`src/rtl/vline_pkg.sv`:
```
package vline_pkg;

    // Controller states of the line generator
    typedef enum logic [1:0] {
        ST_IDLE     = 2'd0,
        ST_RUN      = 2'd1,
        ST_EMPTY    = 2'd2,
        ST_WAIT_LOW = 2'd3
    } vline_state_e;

endpackage

```
`src/rtl/vline_count.sv`:
```
// Remaining-pixel down counter
module vline_count #(
    parameter int LEN_W = 8
) (
    input  logic             clk,
    input  logic             rst,
    input  logic             load,
    input  logic [LEN_W-1:0] load_len,
    input  logic             dec,
    output logic             load_zero,
    output logic             last
);
    localparam logic [LEN_W-1:0] ONE = LEN_W'(1);

    logic [LEN_W-1:0] remain_q;

    always_ff @(posedge clk) begin
        if (rst) begin
            remain_q <= '0;
        end else if (load) begin
            remain_q <= load_len;
        end else if (dec && (remain_q != '0)) begin
            remain_q <= remain_q - ONE;
        end
    end

    assign load_zero = (load_len == '0);
    assign last      = (remain_q == ONE);
endmodule

```
`src/rtl/vline_coord.sv`:
```
// Captured column and running row
module vline_coord #(
    parameter int COL_W = 9,
    parameter int ROW_W = 8
) (
    input  logic             clk,
    input  logic             rst,
    input  logic             load,
    input  logic             step,
    input  logic [COL_W-1:0] col_in,
    input  logic [ROW_W-1:0] row_in,
    output logic [COL_W-1:0] col_q,
    output logic [ROW_W-1:0] row_q
);
    localparam logic [ROW_W-1:0] ROW_ONE = ROW_W'(1);

    always_ff @(posedge clk) begin
        if (rst) begin
            col_q <= '0;
            row_q <= '0;
        end else if (load) begin
            col_q <= col_in;
            row_q <= row_in;
        end else if (step) begin
            row_q <= row_q + ROW_ONE;
        end
    end
endmodule

```
`src/rtl/vline_ctrl.sv`:
```
// Sequencing state machine
module vline_ctrl
    import vline_pkg::*;
(
    input  logic         clk,
    input  logic         rst,
    input  logic         go,
    input  logic         len_zero,
    input  logic         last,
    output vline_state_e state,
    output logic         load,
    output logic         step,
    output logic         vld,
    output logic         fin
);
    vline_state_e state_q, state_d;

    // State register
    always_ff @(posedge clk) begin
        if (rst) begin
            state_q <= ST_IDLE;
        end else begin
            state_q <= state_d;
        end
    end

    // Transitions
    always_comb begin
        state_d = state_q;
        unique case (state_q)
            ST_IDLE: begin
                if (go) begin
                    state_d = len_zero ? ST_EMPTY : ST_RUN;
                end
            end
            ST_RUN: begin
                if (last) begin
                    state_d = ST_WAIT_LOW;
                end
            end
            ST_EMPTY: begin
                state_d = ST_WAIT_LOW;
            end
            ST_WAIT_LOW: begin
                if (!go) begin
                    state_d = ST_IDLE;
                end
            end
            default: state_d = ST_IDLE;
        endcase
    end

    // Outputs
    always_comb begin
        load = 1'b0;
        step = 1'b0;
        vld  = 1'b0;
        fin  = 1'b0;
        unique case (state_q)
            ST_IDLE: begin
                load = go;
            end
            ST_RUN: begin
                step = 1'b1;
                vld  = 1'b1;
                fin  = last;
            end
            ST_EMPTY: begin
                fin = 1'b1;
            end
            ST_WAIT_LOW: begin
            end
            default: begin
            end
        endcase
    end

    assign state = state_q;
endmodule

```
`src/rtl/vline_gen.sv`:
```
// Vertical line pixel generator, top level
module vline_gen
    import vline_pkg::*;
#(
    parameter int COL_W = 9,
    parameter int ROW_W = 8,
    parameter int LEN_W = 8
) (
    input  logic             clk,
    input  logic             rst,
    input  logic             go,
    input  logic [COL_W-1:0] col_in,
    input  logic [ROW_W-1:0] row_in,
    input  logic [LEN_W-1:0] len_in,
    output logic             pix_vld,
    output logic             pix_end,
    output logic [COL_W-1:0] pix_col,
    output logic [ROW_W-1:0] pix_row
);
    vline_state_e state;
    logic         load, step, len_zero, last;

    vline_ctrl u_ctrl (
        .clk      (clk),
        .rst      (rst),
        .go       (go),
        .len_zero (len_zero),
        .last     (last),
        .state    (state),
        .load     (load),
        .step     (step),
        .vld      (pix_vld),
        .fin      (pix_end)
    );

    vline_count #(.LEN_W(LEN_W)) u_count (
        .clk       (clk),
        .rst       (rst),
        .load      (load),
        .load_len  (len_in),
        .dec       (step),
        .load_zero (len_zero),
        .last      (last)
    );

    vline_coord #(.COL_W(COL_W), .ROW_W(ROW_W)) u_coord (
        .clk    (clk),
        .rst    (rst),
        .load   (load),
        .step   (step),
        .col_in (col_in),
        .row_in (row_in),
        .col_q  (pix_col),
        .row_q  (pix_row)
    );
endmodule

```
`config.mk`:
```
export PLATFORM = sky130hd
export DESIGN_NAME = vline_gen
export DESIGN_NICKNAME = d
export VERILOG_FILES = /design/src/rtl/vline_pkg.sv /design/src/rtl/vline_count.sv /design/src/rtl/vline_coord.sv /design/src/rtl/vline_ctrl.sv /design/src/rtl/vline_gen.sv
export SDC_FILE = /design/constraint.sdc
export NUM_CORES = 1
export LEC_CHECK = 0
export BUFFER_PORTS_ARGS = -buffer_cell sky130_fd_sc_hd__buf_2
export CORE_MARGIN = 1.5
export CORE_UTILIZATION = 51
export CTS_CLUSTER_SIZE = 28
export DETAILED_ROUTE_END_ITERATION = 6
export PLACE_DENSITY = 0.79
export RECOVER_POWER = 50
export SYNTH_ARGS = -nofsm -noshare
export SYNTH_HDL_FRONTEND = slang
export SYNTH_SLANG_ARGS = --single-unit
```
`constraint.sdc`:
```
create_clock -name clk -period 4.6 [get_ports clk]
set_input_delay 0.23 -clock clk [delete_from_list [all_inputs] [get_ports clk]]
set_output_delay 0.23 -clock clk [all_outputs]
set_load 0.02 [all_outputs]
```
# After elaboration in Yosys (flattened, before gate mapping)
# Index checks and enable logic that the tools add are counted.
dict set report word_totals {
  wordCells 32
  inputBits 28
  ramBits 0
  mem_count 0
  rom_bits 0
  out_inout_bits 19
  register_bits 27
  latch_bits 0
}
dict set report classes {
  n_div 0
  n_reduce_logical 7
  shift 0
  addsub 2
  bitwise_logic 0
  n_eq_ne 7
  muxes 12
  mul 0
  order_cmp 0
}
# cell n
set op_table {}
lappend op_table {{two-way mux 8 bit} 4}
lappend op_table {{adder 8 x 1 -> 8 bit, second input constant} 1}
lappend op_table {{equality test 8 x 1 -> 1 bit, second input constant} 1}
lappend op_table {{logical NOT 8 bit} 1}
lappend op_table {{two-way mux 2 bit} 4}
lappend op_table {{one-hot mux 2 bit (4 select lines)} 1}
lappend op_table {{nonzero test 8 bit} 1}
lappend op_table {{subtractor 8 x 1 -> 8 bit, second input constant} 1}
lappend op_table {{equality test 2 bit, second input constant} 2}
lappend op_table {{!= test 2 bit, second input constant} 2}
lappend op_table {{nonzero test 2 bit} 2}
lappend op_table {{AND reduction 3 bit} 1}
lappend op_table {{equality test 2 x 1 -> 1 bit, second input constant} 1}
lappend op_table {{logical NOT 2 bit} 1}
lappend op_table {{two-way mux 1 bit} 2}
lappend op_table {{!= test 2 x 1 -> 1 bit, second input constant} 1}
lappend op_table {{one-hot mux 1 bit (2 select lines)} 1}
lappend op_table {{logical AND 1 bit} 1}

# Longest topological paths before layout
dict set report depth {
  ltp_word 5
  depth_mapped 7
  ltp_nobuf 6
}

# Modules after synthesis
# From an unflattened synthesis, not the netlist that was laid out.
dict set report unflattened {
  hier_cells 166
  hier_area_um2 1532.7
}
# module seq_area_each_um2 cells_per_inst n_inst area_each_um2
set modules_own_cells {}
lappend modules_own_cells {vline_coord 340.3 82 1 758.2}
lappend modules_own_cells {vline_count 160.2 61 1 539.3}
lappend modules_own_cells {vline_ctrl 40.0 23 1 235.2}

# Worst setup path after synthesis
# Ideal clock, no wire load.
dict set report synth_timing {
  kind {reg2reg}
  startpoint {register u_ctrl.state_q[1] (netlist: u_ctrl.state[1])}
  endpoint {register u_count.remain_q[3]}
  t_required_ns 4.514
  slack_ns 2.641
  t_arrival_ns 1.873
  n_path_buf 1
  period_less_slack_ns 1.959
  path_stages_with_launch 8
  setup_time_ns 0.086
  path_cell_list {dfxtp_1 > inv_1 > ha_1 > buf_4 > or3b_2 > a211oi_1 > xnor2_1 > a211oi_1}
}
dict set report synth_between {
  elab_chain_cells 4
  elab_cells_between_ends 7
  cone_classes {1 x eq/ne; 3 x mux; 3 x reduce/logical}
}
# element line_no
set synth_lines {}
lappend synth_lines {{start, declared} vline_ctrl.sv:16} ;# vline_state_e state_q, state_d;
lappend synth_lines {{start signal, assigned} vline_ctrl.sv:23} ;# state_q <= state_d;
lappend synth_lines {{equality test 2 x 1 -> 1 bit} --}
lappend synth_lines {{two-way mux 1 bit} --}
lappend synth_lines {{via pix_vld} vline_gen.sv:15} ;# output logic pix_vld,
lappend synth_lines {{logical AND 1 bit} vline_count.sv:22} ;# end else if (dec && (remain_q != '0)) begin
lappend synth_lines {{nonzero test 2 bit (no line)} --}
lappend synth_lines {{end signal, assigned} vline_count.sv:21} ;# remain_q <= load_len;
lappend synth_lines {{end signal, assigned} vline_count.sv:23} ;# remain_q <= remain_q - ONE;
lappend synth_lines {{end, declared} vline_count.sv:15} ;# logic [LEN_W-1:0] remain_q;
# The timed path passes the listed nets, and every way through them passes these cells.
# A chain may end at the register's enable or synchronous reset.

# Final worst setup path
dict set report layout_timing {
  startpoint {register u_ctrl.state_q[0] (netlist: u_ctrl.state[0])}
  endpoint {register u_count.remain_q[1]}
}
dict set report layout_between {
  elab_chain_cells 4
  elab_cells_between_ends 7
  cone_classes {1 x eq/ne; 3 x mux; 3 x reduce/logical}
}
# element line_no
set layout_lines {}
lappend layout_lines {{equality test 2 x 1 -> 1 bit} vline_ctrl.sv:59} ;# unique case (state_q)
lappend layout_lines {{two-way mux 1 bit} vline_ctrl.sv:59}
lappend layout_lines {{logical AND 1 bit} vline_count.sv:22}
lappend layout_lines {{nonzero test 2 bit (no line)} --}
# Several ways; a longest one is shown, not always the timed one.

==> flow_summary.yaml <==
layout:
  n_fill_cell: 266
  drive_above_1_share_pct: 15.17
  final_cell_mix: "buf_2 (27), dfxtp_1 (27), nand2_1 (24)"
  register_area_um2: 540.5
  multi_input_area_um2: 790.8
  area_delta_synth_final_pct: 16.73
  post-route-cell-area_um2: 1624
  final_nets: 248
  diodes: 0
sta:
  hold_viol: 0
  worst_clock_skew_ns: 0.01701
  tightest_slew_ns: 1.204
  setup_viol: 0
  fin_crit_sh_pct: 46.20
  rsz0062_at_grt: "false"
  finalMaxSlewViolations: 0
  finalCriticalPeriod_ns: 2.125
  fmax_mhz: 470.5
  fin_setup_tns_ns: 0
  slew_headroom_pct: 19.56
die:
  rows: 18
  core_area_um2: 2522
  die_h_um: 55.23
  floorplan.die_area_um2: 3050
  ios: 47
  start_util_pct: 55.16
  die_x_um: 55.23
critical_path:
  r2r_end: "u_count.remain_q[1]"
  reg2reg_slack_ns: 2.47
  cpMaxStageDelayCell: "nand2_1"
  critPathCapture: "u_count.remain_q[1]"
  start_kind: "flip-flop"
  cp-startpoint: "u_ctrl.state[0]"
  reg2regPathDepth: 5
  cpLargestDelayFamily: "simple AND/OR/NAND/NOR gates"
  crit_chain: "inv_1 > ha_1 > nand2_1 > nor3b_1 > a211o_1"
  path_buf_inv: 1
  cp_max_fo: 40
  critPathKind: "flip-flop to flip-flop"
  crit_cells: 5
  max_stage_delay_ns: 0.88
  rr_startpoint: "u_ctrl.state[0]"
  endpoint_kind: "flip-flop"
  arrival_ns: 2.35
  worstPathRequired_ns: 4.83
placed_design:
  routabilityCongestion: 0.8251
  dpl_cell_area_um2: 1622
  io_buffers: 46
  dp_hpwl_mm: 2.226
yosys:
  synth_seq_cells: 27
  synthAdderAreaFrac_pct: 7.194
  synth_area_leader_cell: "dfxtp_1"
  yosys.area_share.simple_pct: 24.10
  ys_seq_area_share_pct: 38.85
  synth_mux_area_share_pct: 1.439
  synth-xor-area-share_pct: 5.665
  yosysUniqueCellTypes: 32
  avgSynthCellArea_um2: 8.184
  synth_compound_area_share_pct: 18.44
  synthCells: 170
  syn_area_um2: 1391
  synth_top_family_by_area: "simple AND/OR/NAND/NOR gates"
  synth.area.top_cells: "dfxtp_1 (39%), ha_1 (7.2%), a211oi_1 (6.5%)"
  synth.top_cell.area_share_pct: 38.85
  synth_nets: 206
  synth-warning-count: 0
global_routing:
  grt_max_degree: 41
  grt_first_pass_wirelength_mm: 5.216
  grt_pass1_vias: 1240
  grt_overflow: 0
  grt_usage_pct: 20.63
  antenna_found_initial: 0
outcome:
  status: "completed"
routing:
  drc: 0
  via_count: 1332
  antenna_left: 0
  drt-total-wl_mm: 2.967
  via_per_inst: 5.527
  drt-pass1-iter-count: 4
  dr.first_iter.drc_count: 24
  wl_per_cell_um: 12.31
cts:
  h-tree-depth: 1
  clockRootBuffer: "clkbuf_4"
  holdBufCountCts: 0
  cts_resized: 0
  cts_buffers: 3
  cts_tree: "yes"
  cts_num_sinks: 27
  clock_latency_ns: 0.33
  clk_pin_slew_ns: 0.15
  cts_setup_buffers: 0
  clockBufferDepth: 2
power_and_ir_drop:
  ir_worst_vdd_mv: 0.3654
  power_leakage_uw: 0.0006205
  p_per_area_nw_per_um2: 583.0
job:
  drv_cap: 0
worst_hold_path:
  hp-class: "input pin to flip-flop"
-- sequential cells by signal, summed over array words and instances, names as in the netlist --
signal / cells
u_count.remain_q: 8
u_coord.col_q: 9
u_ctrl.state: 2
u_coord.row_q: 8
-- layout make-up --
cell class / instances / area share (%)
clock buffers: 4 / 1.618
inverters: 6 / 1.387
flip-flops and latches: 27 / 33.28
well taps: 30 / 2.311
multi-input cells: 128 / 48.69
repair buffers: 46 / 12.71
-- power by group --
part / switching (uW) / leakage (uW) / internal [uW] / total (uW)
Clock: 68.2 / 0.0000150 / 34.1 / 102
Sequential: 71.5 / 0.000223 / 306 / 377
Combinational: 283 / 0.000383 / 185 / 467
-- worst register-to-register path: stages, from the launching register on --
cell     delay (ns)
dfxtp_1        0.41
inv_1          0.08
ha_1           0.23
nand2_1        0.88
nor3b_1        0.11
a211o_1        0.30
-- synthesized netlist by cell type --
master and count:
a211oi_1 12, nand3_1 4, inv_1 6, o21ai_0 5
buf_1 2, xor2_1 3, nand2_1 24, nor4_1 3
o31ai_1 1, a311oi_1 4, a31oi_1 1, or3_1 3
o21a_1 2, buf_4 1, nand4_1 2, or4_4 1
and2_1 1, nor2b_1 1, nor3_1 5, a2111oi_0 1
mux2i_1 2, nor4b_1 1, xnor2_1 6, nor2_1 19
ha_1 8, nor3b_1 2, or4_1 3, a21oi_1 12
dfxtp_1 27, a211o_1 1, or3b_2 1, clkbuf_1 6
-- logic make-up (layout without fill, tap and decap cells) --
| family | count (synthesis) | in the layout |
|---|---|---|
| flops | 27 | 27 |
| buf+inv | 15 | 56 |
| xor+xnor | 9 | 9 |
| simple gates | 70 | 70 |
| fa+ha+maj | 8 | 8 |
| compound gates | 39 | 39 |
| mux | 2 | 2 |
-- how the worst min path moves through the flow --
stage                                start          endpoint  slack (ns)  cells past startpoint
final                            col_in[7]  u_coord.col_q[7]        0.13                      3
after global routing             col_in[0]  u_coord.col_q[0]        0.11                      3
after CTS                        col_in[7]  u_coord.col_q[7]        0.13                      3
after detailed placement  u_coord.col_q[2]  u_coord.col_q[2]        0.45                      2
after global placement    u_coord.col_q[6]  u_coord.col_q[6]        0.44                      2
after floorplan                  col_in[0]  u_coord.col_q[0]        0.37                      2
-- stage by stage --
step / total power [uW] / utilization (%) / hold WS, ns / setup WS (ns) / cells
floorplan: 744.5 / - / 0.3660 / 2.641 / 170
global placement: 842.3 / 64.29 / 0.4432 / 2.591 / 237
detailed placement: 859.6 / 64.29 / 0.4477 / 2.503 / 237
CTS: 962.7 / 65.33 / 0.1257 / 2.457 / 241
global route: 1030 / 64.38 / 0.1092 / 2.239 / 241
finish: 946.8 / 64.38 / 0.1299 / 2.475 / 241
-- per-layer routing --
metal | vias up | GRT usage, % | wire, um
met2 | 40 | 34.69 | 1409
li1 | 688 | - | -
met1 | 598 | 25.22 | 1365
met3 | 6 | 5.855 | 148
met5 | - | 0 | 0
met4 | 0 | 6.969 | 44
No activity file was read; power rests on OpenSTA's default activity.
